$ cat config.mk
export PLATFORM = sky130hd
export DESIGN_NAME = dram_refresh_seq
export DESIGN_NICKNAME = d
export VERILOG_FILES = /design/src/rtl/dram_rfsh_pkg.sv /design/src/rtl/dram_rfsh_timer.sv /design/src/rtl/dram_rfsh_cycle.sv /design/src/rtl/dram_refresh_seq.sv
export SDC_FILE = /design/constraint.sdc
export NUM_CORES = 1
export LEC_CHECK = 0
export BUFFER_PORTS_ARGS = -buffer_cell sky130_fd_sc_hd__buf_4
export CAP_MARGIN = 5
export CORE_MARGIN = 5
export CORE_UTILIZATION = 56
export CTS_CLUSTER_DIAMETER = 200
export CTS_CLUSTER_SIZE = 40
export DETAILED_ROUTE_END_ITERATION = 7
export HOLD_SLACK_MARGIN = 0.12
export PLACE_DENSITY = 0.76
export REMOVE_ABC_BUFFERS = 1
export SYNTH_ARGS = -nofsm -noshare
export SYNTH_HDL_FRONTEND = slang
export SYNTH_SLANG_ARGS = --single-unit
$ cat constraint.sdc
create_clock -name clk_i -period 4.8 [get_ports clk_i]
set_clock_uncertainty 0.15 [all_clocks]
set_input_delay 0.48 -clock clk_i [delete_from_list [all_inputs] [get_ports clk_i]]
set_output_delay 0.48 -clock clk_i [all_outputs]
set_load 0.01 [all_outputs]
$ cat src/rtl/dram_rfsh_pkg.sv
package dram_rfsh_pkg;
  typedef enum logic {RFSH_CBR = 1'b0, RFSH_ROW = 1'b1} rfsh_mode_e;
endpackage

$ cat src/rtl/dram_rfsh_timer.sv
module dram_rfsh_timer #(
  parameter int INTERVAL = 3125,
  parameter int MAX_PEND = 4
) (
  input  logic clk_i,
  input  logic rst_ni,
  input  logic en_i,
  input  logic dec_i,
  output logic pend_o,
  output logic ovf_o
);
  localparam int CNT_W  = $clog2(INTERVAL + 1);
  localparam int PEND_W = $clog2(MAX_PEND + 1);
  localparam logic [CNT_W-1:0]  LAST_C = CNT_W'(INTERVAL - 1);
  localparam logic [PEND_W-1:0] FULL_P = PEND_W'(MAX_PEND);

  logic [CNT_W-1:0]  cnt_q;
  logic [PEND_W-1:0] pend_q;
  logic              ovf_q, tick;

  assign tick = en_i && (cnt_q == LAST_C);

  always_ff @(posedge clk_i or negedge rst_ni) begin
    if (!rst_ni) cnt_q <= '0;
    else if (!en_i || tick) cnt_q <= '0;
    else cnt_q <= cnt_q + 1'b1;
  end

  always_ff @(posedge clk_i or negedge rst_ni) begin
    if (!rst_ni) begin
      pend_q <= '0;
      ovf_q  <= 1'b0;
    end else begin
      unique case ({tick, dec_i})
        2'b10:   if (pend_q == FULL_P) ovf_q <= 1'b1;
                 else pend_q <= pend_q + 1'b1;
        2'b01:   if (pend_q != '0) pend_q <= pend_q - 1'b1;
        default: ;
      endcase
    end
  end

  assign pend_o = (pend_q != '0);
  assign ovf_o  = ovf_q;


  ovf_sticky_chk: assert property (@(posedge clk_i) disable iff (!rst_ni) ovf_q |=> ovf_q);

  pend_cap_chk: assert property (@(posedge clk_i) disable iff (!rst_ni) pend_q <= FULL_P);
endmodule

$ cat src/rtl/dram_rfsh_cycle.sv
module dram_rfsh_cycle
  import dram_rfsh_pkg::*;
#(
  parameter rfsh_mode_e MODE = RFSH_CBR,
  parameter int ROW_W = 12,
  parameter int T_CSR = 2,
  parameter int T_CHR = 2,
  parameter int T_RAS = 10,
  parameter int T_RP  = 6,
  parameter int T_RC  = 18
) (
  input  logic             clk_i,
  input  logic             rst_ni,
  input  logic             start_i,
  input  logic [ROW_W-1:0] row_i,
  output logic             busy_o,
  output logic             done_o,
  output logic             ras_n_o,
  output logic             cas_n_o,
  output logic [ROW_W-1:0] addr_o
);
  localparam int LEAD    = (MODE == RFSH_CBR) ? T_CSR : 1;
  localparam int TOT_RAW = LEAD + T_RAS + T_RP;
  localparam int TOT     = (TOT_RAW > T_RC) ? TOT_RAW : T_RC;
  localparam int T_W     = $clog2(TOT + 1);
  localparam logic [T_W-1:0] LEAD_T    = T_W'(LEAD);
  localparam logic [T_W-1:0] RAS_END_T = T_W'(LEAD + T_RAS);
  localparam logic [T_W-1:0] CAS_END_T = T_W'(LEAD + T_CHR);
  localparam logic [T_W-1:0] LAST_T    = T_W'(TOT - 1);

  logic             busy_q, ras_q, cas_q, cas_d;
  logic [T_W-1:0]   t_q;
  logic [ROW_W-1:0] addr_q, addr_d;

  generate
    if (MODE == RFSH_CBR) begin : g_cbr
      assign cas_d  = !(busy_q && (t_q < CAS_END_T));
      assign addr_d = '0;
    end else begin : g_row
      assign cas_d  = 1'b1;
      assign addr_d = (busy_q && (t_q < RAS_END_T)) ? row_i : '0;
    end
  endgenerate

  // pins are registered from the phase counter: one cycle behind it
  always_ff @(posedge clk_i or negedge rst_ni) begin
    if (!rst_ni) begin
      busy_q <= 1'b0;
      t_q    <= '0;
      ras_q  <= 1'b1;
      cas_q  <= 1'b1;
      addr_q <= '0;
    end else begin
      if (!busy_q) begin
        if (start_i) begin
          busy_q <= 1'b1;
          t_q    <= '0;
        end
      end else if (t_q == LAST_T) busy_q <= 1'b0;
      else t_q <= t_q + 1'b1;
      ras_q  <= !(busy_q && (t_q >= LEAD_T) && (t_q < RAS_END_T));
      cas_q  <= cas_d;
      addr_q <= addr_d;
    end
  end

  assign busy_o  = busy_q;
  assign done_o  = busy_q && (t_q == LAST_T);
  assign ras_n_o = ras_q;
  assign cas_n_o = cas_q;
  assign addr_o  = addr_q;

  generate
    if (MODE == RFSH_CBR) begin : g_cbr_chk

      cas_lead_chk: assert property (@(posedge clk_i) disable iff (!rst_ni)
        $fell(ras_q) |-> (!cas_q && $past(!cas_q)));

      cas_release_chk: assert property (@(posedge clk_i) disable iff (!rst_ni)
        $rose(ras_q) |-> cas_q);
    end else begin : g_row_chk

      row_cas_chk: assert property (@(posedge clk_i) disable iff (!rst_ni)
        !ras_q |-> cas_q);

      row_addr_chk: assert property (@(posedge clk_i) disable iff (!rst_ni)
        (!ras_q && !$past(ras_q)) |-> $stable(addr_q));
    end
  endgenerate
endmodule

$ cat src/rtl/dram_refresh_seq.sv
module dram_refresh_seq
  import dram_rfsh_pkg::*;
#(
  parameter rfsh_mode_e MODE = RFSH_CBR,
  parameter int ROWS        = 4096,
  parameter int REF_WIN_CYC = 12_800_000,
  parameter int PWRUP_CYC   = 40_000,
  parameter int WARMUP      = 8,
  parameter int MAX_PEND    = 4,
  parameter int T_CSR       = 2,
  parameter int T_CHR       = 2,
  parameter int T_RAS       = 10,
  parameter int T_RP        = 6,
  parameter int T_RC        = 18,
  localparam int ROW_W      = $clog2(ROWS)
) (
  input  logic             clk_i,
  input  logic             rst_ni,
  input  logic             gnt_i,
  output logic             req_o,
  output logic             init_done_o,
  output logic             ovf_o,
  output logic             ras_n_o,
  output logic             cas_n_o,
  output logic             we_n_o,
  output logic [ROW_W-1:0] addr_o
);
  localparam int INTERVAL = REF_WIN_CYC / ROWS;
  localparam int PW_W     = $clog2(PWRUP_CYC + 1);
  localparam int WARM_W   = $clog2(WARMUP + 1);

  logic [PW_W-1:0]   pwr_cnt_q;
  logic              pwr_done_q;
  logic [WARM_W-1:0] warm_q;
  logic [ROW_W-1:0]  row_q;
  logic              busy, done, pend, need, start;

  always_ff @(posedge clk_i or negedge rst_ni) begin
    if (!rst_ni) begin
      pwr_cnt_q  <= '0;
      pwr_done_q <= 1'b0;
    end else if (!pwr_done_q) begin
      if (pwr_cnt_q == PW_W'(PWRUP_CYC - 1)) pwr_done_q <= 1'b1;
      else pwr_cnt_q <= pwr_cnt_q + 1'b1;
    end
  end

  always_ff @(posedge clk_i or negedge rst_ni) begin
    if (!rst_ni) warm_q <= WARM_W'(WARMUP);
    else if (done && (warm_q != '0)) warm_q <= warm_q - 1'b1;
  end

  generate
    if (MODE == RFSH_ROW) begin : g_rowcnt
      always_ff @(posedge clk_i or negedge rst_ni) begin
        if (!rst_ni) row_q <= '0;
        else if (done) row_q <= (row_q == ROW_W'(ROWS - 1)) ? '0 : row_q + 1'b1;
      end
    end else begin : g_norow
      assign row_q = '0;
    end
  endgenerate

  assign init_done_o = pwr_done_q && (warm_q == '0);
  assign need        = pwr_done_q && ((warm_q != '0) || pend);
  assign req_o       = need || busy;
  assign start       = need && gnt_i && !busy;
  assign we_n_o      = 1'b1;

  dram_rfsh_timer #(.INTERVAL(INTERVAL), .MAX_PEND(MAX_PEND)) u_timer (
    .clk_i  (clk_i),
    .rst_ni (rst_ni),
    .en_i   (init_done_o),
    .dec_i  (done && (warm_q == '0)),
    .pend_o (pend),
    .ovf_o  (ovf_o)
  );

  dram_rfsh_cycle #(
    .MODE(MODE), .ROW_W(ROW_W), .T_CSR(T_CSR), .T_CHR(T_CHR),
    .T_RAS(T_RAS), .T_RP(T_RP), .T_RC(T_RC)
  ) u_cycle (
    .clk_i   (clk_i),
    .rst_ni  (rst_ni),
    .start_i (start),
    .row_i   (row_q),
    .busy_o  (busy),
    .done_o  (done),
    .ras_n_o (ras_n_o),
    .cas_n_o (cas_n_o),
    .addr_o  (addr_o)
  );


  idle_pins_chk: assert property (@(posedge clk_i) disable iff (!rst_ni)
    !req_o |-> (ras_n_o && cas_n_o && (addr_o == '0)));

  grant_start_chk: assert property (@(posedge clk_i) disable iff (!rst_ni)
    $rose(busy) |-> $past(gnt_i));

  init_hold_chk: assert property (@(posedge clk_i) disable iff (!rst_ni)
    init_done_o |=> init_done_o);

  pwr_quiet_chk: assert property (@(posedge clk_i) disable iff (!rst_ni)
    !pwr_done_q |-> (!req_o && ras_n_o));
endmodule

==> impl_metrics.toml, run 1 <==
[cells_and_area]
nNetsFinal = 242
area_delta_synth_final_pct = 6.53
layout-drive-gt1-share = 0.147
antenna_cells_inserted = 0
fillers = 325
fin_util = 0.618
design_area_sq_um = 2490

[clock_tree]
clockBufferDepth = 2
cts_tree = "done"
clock-sinks = 45
worst_skew_pair.late_latency_ns = 0.30
clkTransAtPathRegs_ns = 0.08
cts_resized = 0
cts_root_buf = "clkbuf_8"
post-cts-setup-buffers = 0
htreeDepth = 2
cts_buffers = 5

[grt]
met3_usage = 0.0405
met2_usage = 0.247
grt_usage = 0.164
grt_busiest_layer = "met2"
grt_max_degree = 46
gr-usage-met1 = 0.208
grt-ovfl-total = 0
antenna_found_initial = 0
grt_first_pass_wirelength_um = 6800
grt_pass1_vias = 1524

[worst_setup_path]
startpoint_type = "flop"
startpoint = "warm_q[0]"
arrival_ns = 2.22
endpoint = "req_o"
path_class = "flop to output pin"
r2r_end = "u_timer.pend_q[2]"
crit_required_ns = 4.17
ff2ff_path_depth = 8
r2r_setup_slack_ns = 2.13
reg2reg_from = "warm_q[0]"
cp_max_fo = 4
cp-end-kind = "output pin"

[sta]
fmax_mhz = 351
setup_tns_ns = 0
min_period_ns = 2.85
finalSetupViolations = 0
drv_slew = 0
relSlewSlack = 0.627
rsz0062_at_grt = "no"
finalCritPeriodShare = 0.594
hold_viol_final = 0
worst_pin_slew_ns = 0.559

[power_and_ir_drop]
p_leak_nw = 1.09
vdd_drop_max_mv = 0.143
power_per_cell_area_nw_per_um2 = 256

[synth]
synth_edf_count = 0
syn_area_sq_um = 2340
yosys_most_used_dff = "dfrtp_1"
ys_ff_latch = 45
ys_warn_count = 0
synthArstFlopShare = 1.00
syn_inst = 221
syn_avg_cell_area_sq_um = 10.6
ys_types = 48
ys_seq_area_frac = 0.483

[routing]
post_drt_wl_per_cell_um = 13.6
drt_iter0_drc = 98
postRouteWirelength_um = 3850
ant_nets = 0
num_vias = 1525
vias_per_cell = 5.41
first_pass_iters = 4
drc = 0

[floorplanning]
row_count = 23
die_w_um = 74.6
die_area_sq_um = 5570
coreArea_sq_um = 4030
initial_utilization = 0.580
die_h_um = 74.6
num_io_pins = 21

[worst_hold_path]
worstHoldPathType = "flop to flop"
hold_depth = 1

[outcome]
status = "finished clean"

[placed_design]
dp_hpwl_um = 2770
io_buffers = 7
gp_congestion = 0.851
placed_area_sq_um = 2380

[job]
drv_cap = 0
area by class of cell:
type / instances / area, sq um / area share
sequential: 45 / 1130 / 0.454
multi-input combinational: 156 / 1080 / 0.435
clock buffer: 6 / 82.6 / 0.0332
timing repair buffer: 8 / 62.6 / 0.0251
tap: 50 / 62.6 / 0.0251
inverter: 15 / 56.3 / 0.0226
clock inverter: 2 / 13.8 / 0.00553
per-layer routing:
metal  vias to the layer above  wire (um)  share of wire
met4                         0        123          0.032
li1                        739          -              -
met2                        32       1830           0.48
met1                       740       1740           0.45
met5                         -          0              0
met3                        14        155          0.040
through the flow:
stage | std cells | hold slack [ns] | power, mW | setup WS, ns
floorplan | 216 | 0.0344 | 0.391 | 2.39
CTS | 282 | 0.329 | 0.645 | 1.94
detailed placement | 273 | 0.310 | 0.399 | 2.15
finish | 282 | 0.330 | 0.637 | 1.95
global route | 282 | 0.346 | 0.663 | 1.86
global placement | 273 | 0.303 | 0.399 | 2.31
registers in the layout (all words and copies together), names as in the netlist, 3 cells and up:
register,flops
u_timer.pend_q,3
u_timer.cnt_q,12
warm_q,4
u_cycle.t_q,5
pwr_cnt_q,16
worst min path at each step:
stage / end / from / slack, ns
after floorplan: pwr_cnt_q[0] / rst_ni / 0.03
after global placement: pwr_cnt_q[12] / pwr_cnt_q[12] / 0.30
after detailed placement: pwr_cnt_q[12] / pwr_cnt_q[12] / 0.31
after CTS: pwr_cnt_q[12] / pwr_cnt_q[12] / 0.33
after global routing: pwr_cnt_q[12] / pwr_cnt_q[12] / 0.35
final: pwr_cnt_q[12] / pwr_cnt_q[12] / 0.33
power by group:
group | leakage (nW) | switching (mW) | internal, mW
logic | 0.459 | 0.0119 | 0.00160
clock network | 0.0512 | 0.128 | 0.117
registers | 0.578 | 0 | 0.379
synth_stat cells (2+ instances only):
| cell type | n | area, sq um |
|---|---|---|
| dfrtp_1 | 42 | 1050 |
| xnor2_1 | 19 | 166 |
| nor2_1 | 17 | 63.8 |
| nand2_1 | 16 | 60.1 |
| inv_1 | 15 | 56.3 |
| nand3_1 | 14 | 70.1 |
| buf_4 | 13 | 97.6 |
| xor2_1 | 10 | 87.6 |
| and3_1 | 9 | 56.3 |
| o21ai_0 | 8 | 40.0 |
| ha_1 | 7 | 87.6 |
| nand4_1 | 5 | 31.3 |
| a21oi_1 | 4 | 20.0 |
| dfstp_2 | 3 | 78.8 |
| and4_1 | 2 | 17.5 |
| clkbuf_1 | 2 | 7.51 |
| conb_1 | 2 | 7.51 |
| mux2_2 | 2 | 22.5 |
| nor4_1 | 2 | 12.5 |
kinds of logic after synthesis:
kind of cell | count (synthesis) | share of synthesized area
and+or+nand+nor | 80 | 0.197
DFF | 45 | 0.483
buffers and inverters | 31 | 0.0712
xor gates and xnor gates | 29 | 0.109
AOI/OAI and AO/OA | 23 | 0.0744
adders and majority gates | 8 | 0.0460
muxes | 3 | 0.0161
other | 2 | 0.00321
layout by cell type (no fill, tap or decap), drive strengths merged, types with 2 or more instances in the layout:
cell,count
inv,15
o22ai,2
nand3,15
clkbuf,6
nor2,18
xnor2,19
dfstp,3
xor2,10
o21ai,8
mux2,3
buf,7
a21oi,5
nor4,2
ha,7
clkinv,2
nand4,5
and4,2
dfrtp,42
nand2,16
conb,13
and3,9
or2,2
what timing repair did:
item	in CTS	in global routing
hold buffers	1	0
hold endpoints to repair	42	0
setup endpoints to repair	0	0
worst max-delay path, stage by stage (launching register included):
cell     delay (ns)
dfrtp_1        0.41
inv_1          0.09
ha_1           0.16
or3b_4         0.42
o41a_2         0.42
or2_2          0.28
buf_4          0.14
Note: power is estimated with default switching activity, not from simulation.
==> run 2, diff against run 1 <==
Settings changed: CORE_UTILIZATION 56 to 53, PLACE_DENSITY 0.76 to 0.75.
Clock period 4.8 ns to 2.3 ns, I/O delays scaled along.
==> impl_metrics.toml, run 2 (same netlist as run 1, synthesis figures left out) <==
[worst_setup_path]
max_stage_delay_ns = 0.39
path_cells = "inv_2 -> ha_4 -> or3b_4 -> buf_6 -> o41a_4 -> or2_4 -> buf_6"
cp-end-kind = "output pin"
cp_max_fo = 2
startpoint_type = "flop"
path_class = "flop to output pin"
crit_buf_inv = 3
arrival_ns = 2.14
worst_path_max_delay_cell = "dfrtp_1"
cpLargestDelayFamily = "simple AND/OR/NAND/NOR gates"
crit_required_ns = 1.92
crit_path_frequent_cell = "buf_6"

[sta]
fin_ws_ns = -0.219
hold_viol_final = 0
drv_slew = 0
fmax_mhz = 397
hold_ws_ns = 0.310
rsz0062_at_grt = "yes"
finalCritPeriodShare = 1.10
finalSetupViolations = 4
min_period_ns = 2.52
relSlewSlack = 0.629
worst_pin_slew_ns = 0.556
setup_tns_ns = -0.592

[floorplanning]
die_area_sq_um = 5840
die_h_um = 76.4
coreArea_sq_um = 4320
initial_utilization = 0.541
row_count = 24
num_io_pins = 21
die_w_um = 76.4

[worst_hold_path]
worstHoldPathType = "primary input to asynchronous set/reset pin"

[cells_and_area]
final_cells = 306
fillers = 334
top_regs = "pwr_cnt_q x16, u_timer.cnt_q x12, u_cycle.t_q x5"
layout-drive-gt1-share = 0.240
regArea_sq_um = 1130
final_cell_mix = "dfrtp_1 (42), buf_4 (23), xnor2_1 (19), nor2_1 (17), nand2_1 (15)"
largest_register_ffs = 16
antenna_cells_inserted = 0
area_delta_synth_final_pct = 16.6
final_common_cell = "dfrtp_1"
design_area_sq_um = 2730
largest_register = "pwr_cnt_q"
nNetsFinal = 264
fin_util = 0.630
multi_input_area_sq_um = 1140

[placed_design]
dp_hpwl_um = 2700
placed_area_sq_um = 2480
gp_congestion = 0.819
io_buffers = 7
dp.cells = 288

[routing]
drt_iter0_drc = 92
drc = 0
post_drt_wl_per_cell_um = 14.1
ant_nets = 0
num_vias = 1593
postRouteWirelength_um = 4320
vias_per_cell = 5.21
first_pass_iters = 4

[power_and_ir_drop]
p_leak_nw = 1.19
power_per_cell_area_nw_per_um2 = 474
vdd_drop_max_mv = 0.335

[clock_tree]
clock-sinks = 45
clkTransAtPathRegs_ns = 0.08
cts_buffers = 5
cts_tree = "done"
htreeDepth = 2
clockBufferDepth = 2
worst_skew_pair.late_latency_ns = 0.30
cts_root_buf = "clkbuf_8"

[outcome]
violations = "negative setup slack"
status = "finished with violations"

[grt]
grt_max_degree = 46
grt-ovfl-total = 0
grt_pass1_vias = 1614
grt_first_pass_wirelength_um = 7380
grt_usage = 0.154
antenna_found_initial = 0

[job]
drv_cap = 0
==> run 2: changes by cell type in the layout (fill, tap and decap cells not counted), moves of 2 or more <==
| cell | before | now |
|---|---|---|
| buf_4 | 7 | 23 |
| buf_6 | 0 | 5 |
| clkbuf_1 | 0 | 2 |
| inv_1 | 15 | 13 |
| inv_2 | 0 | 2 |
==> run 2: per-stage QoR <==
step	setup slack (ns)	total power, mW
after floorplan	-0.111	0.816
after global placement	-0.0855	0.834
after detailed placement	-0.168	0.834
after CTS	-0.185	1.31
after global routing	-0.281	1.35
final	-0.219	1.29
==> run 2: final timing paths <==
kind	start	to	slack (ns)	cells past startpoint
max	warm_q[1]	req_o	-0.22	7
max reg2reg	warm_q[1]	u_timer.pend_q[1]	-0.18	10
max in group asynchronous	rst_ni	u_cycle.cas_n_o	1.30	2
min in group clk_i	pwr_cnt_q[12]	pwr_cnt_q[12]	0.32	1
min	rst_ni	pwr_cnt_q[3]	0.31	2
min reg2reg	pwr_cnt_q[12]	pwr_cnt_q[12]	0.32	1
==> run 2: per-layer routing <==
metal	GRT usage	share of wire	vias to the layer above	wire length (um)
li1	-	-	784	-
met1	0.181	0.45	772	1950
met3	0.0508	0.040	11	171
met4	0.0507	0.018	0	78
met2	0.265	0.49	26	2120
met5	0	0	-	0
==> run 2: worst register-to-register path, stage by stage (launching register included) <==
cell and delay [ns]:
dfrtp_1 0.39, inv_2 0.09, ha_4 0.13, or3b_4 0.38
buf_6 0.13, buf_4 0.13, buf_6 0.11, nor2_4 0.13
nand3_2 0.12, mux2_4 0.30, a221oi_2 0.31
==> run 2: layout make-up <==
class                      count  area share
multi-input combinational    156       0.420
tap                           52      0.0239
inverter                      15      0.0207
timing repair buffer          30      0.0913
sequential                    45       0.414
clock inverter                 1     0.00184
clock buffer                   7      0.0280
==> run 2: what timing repair did <==
item                       4_1_cts  5_1_grt
hold buffers                     2        0
setup buffers                    5        3
setup endpoints to repair        3        7
pin swaps                        4        4
resized for setup               12        8
hold endpoints to repair        43        0
==> run 2: power by group <==
part | internal [mW] | switching (mW)
Combinational | 0.00444 | 0.0251
Sequential | 0.791 | 0
Clock | 0.213 | 0.259
Total | 1.01 | 0.284
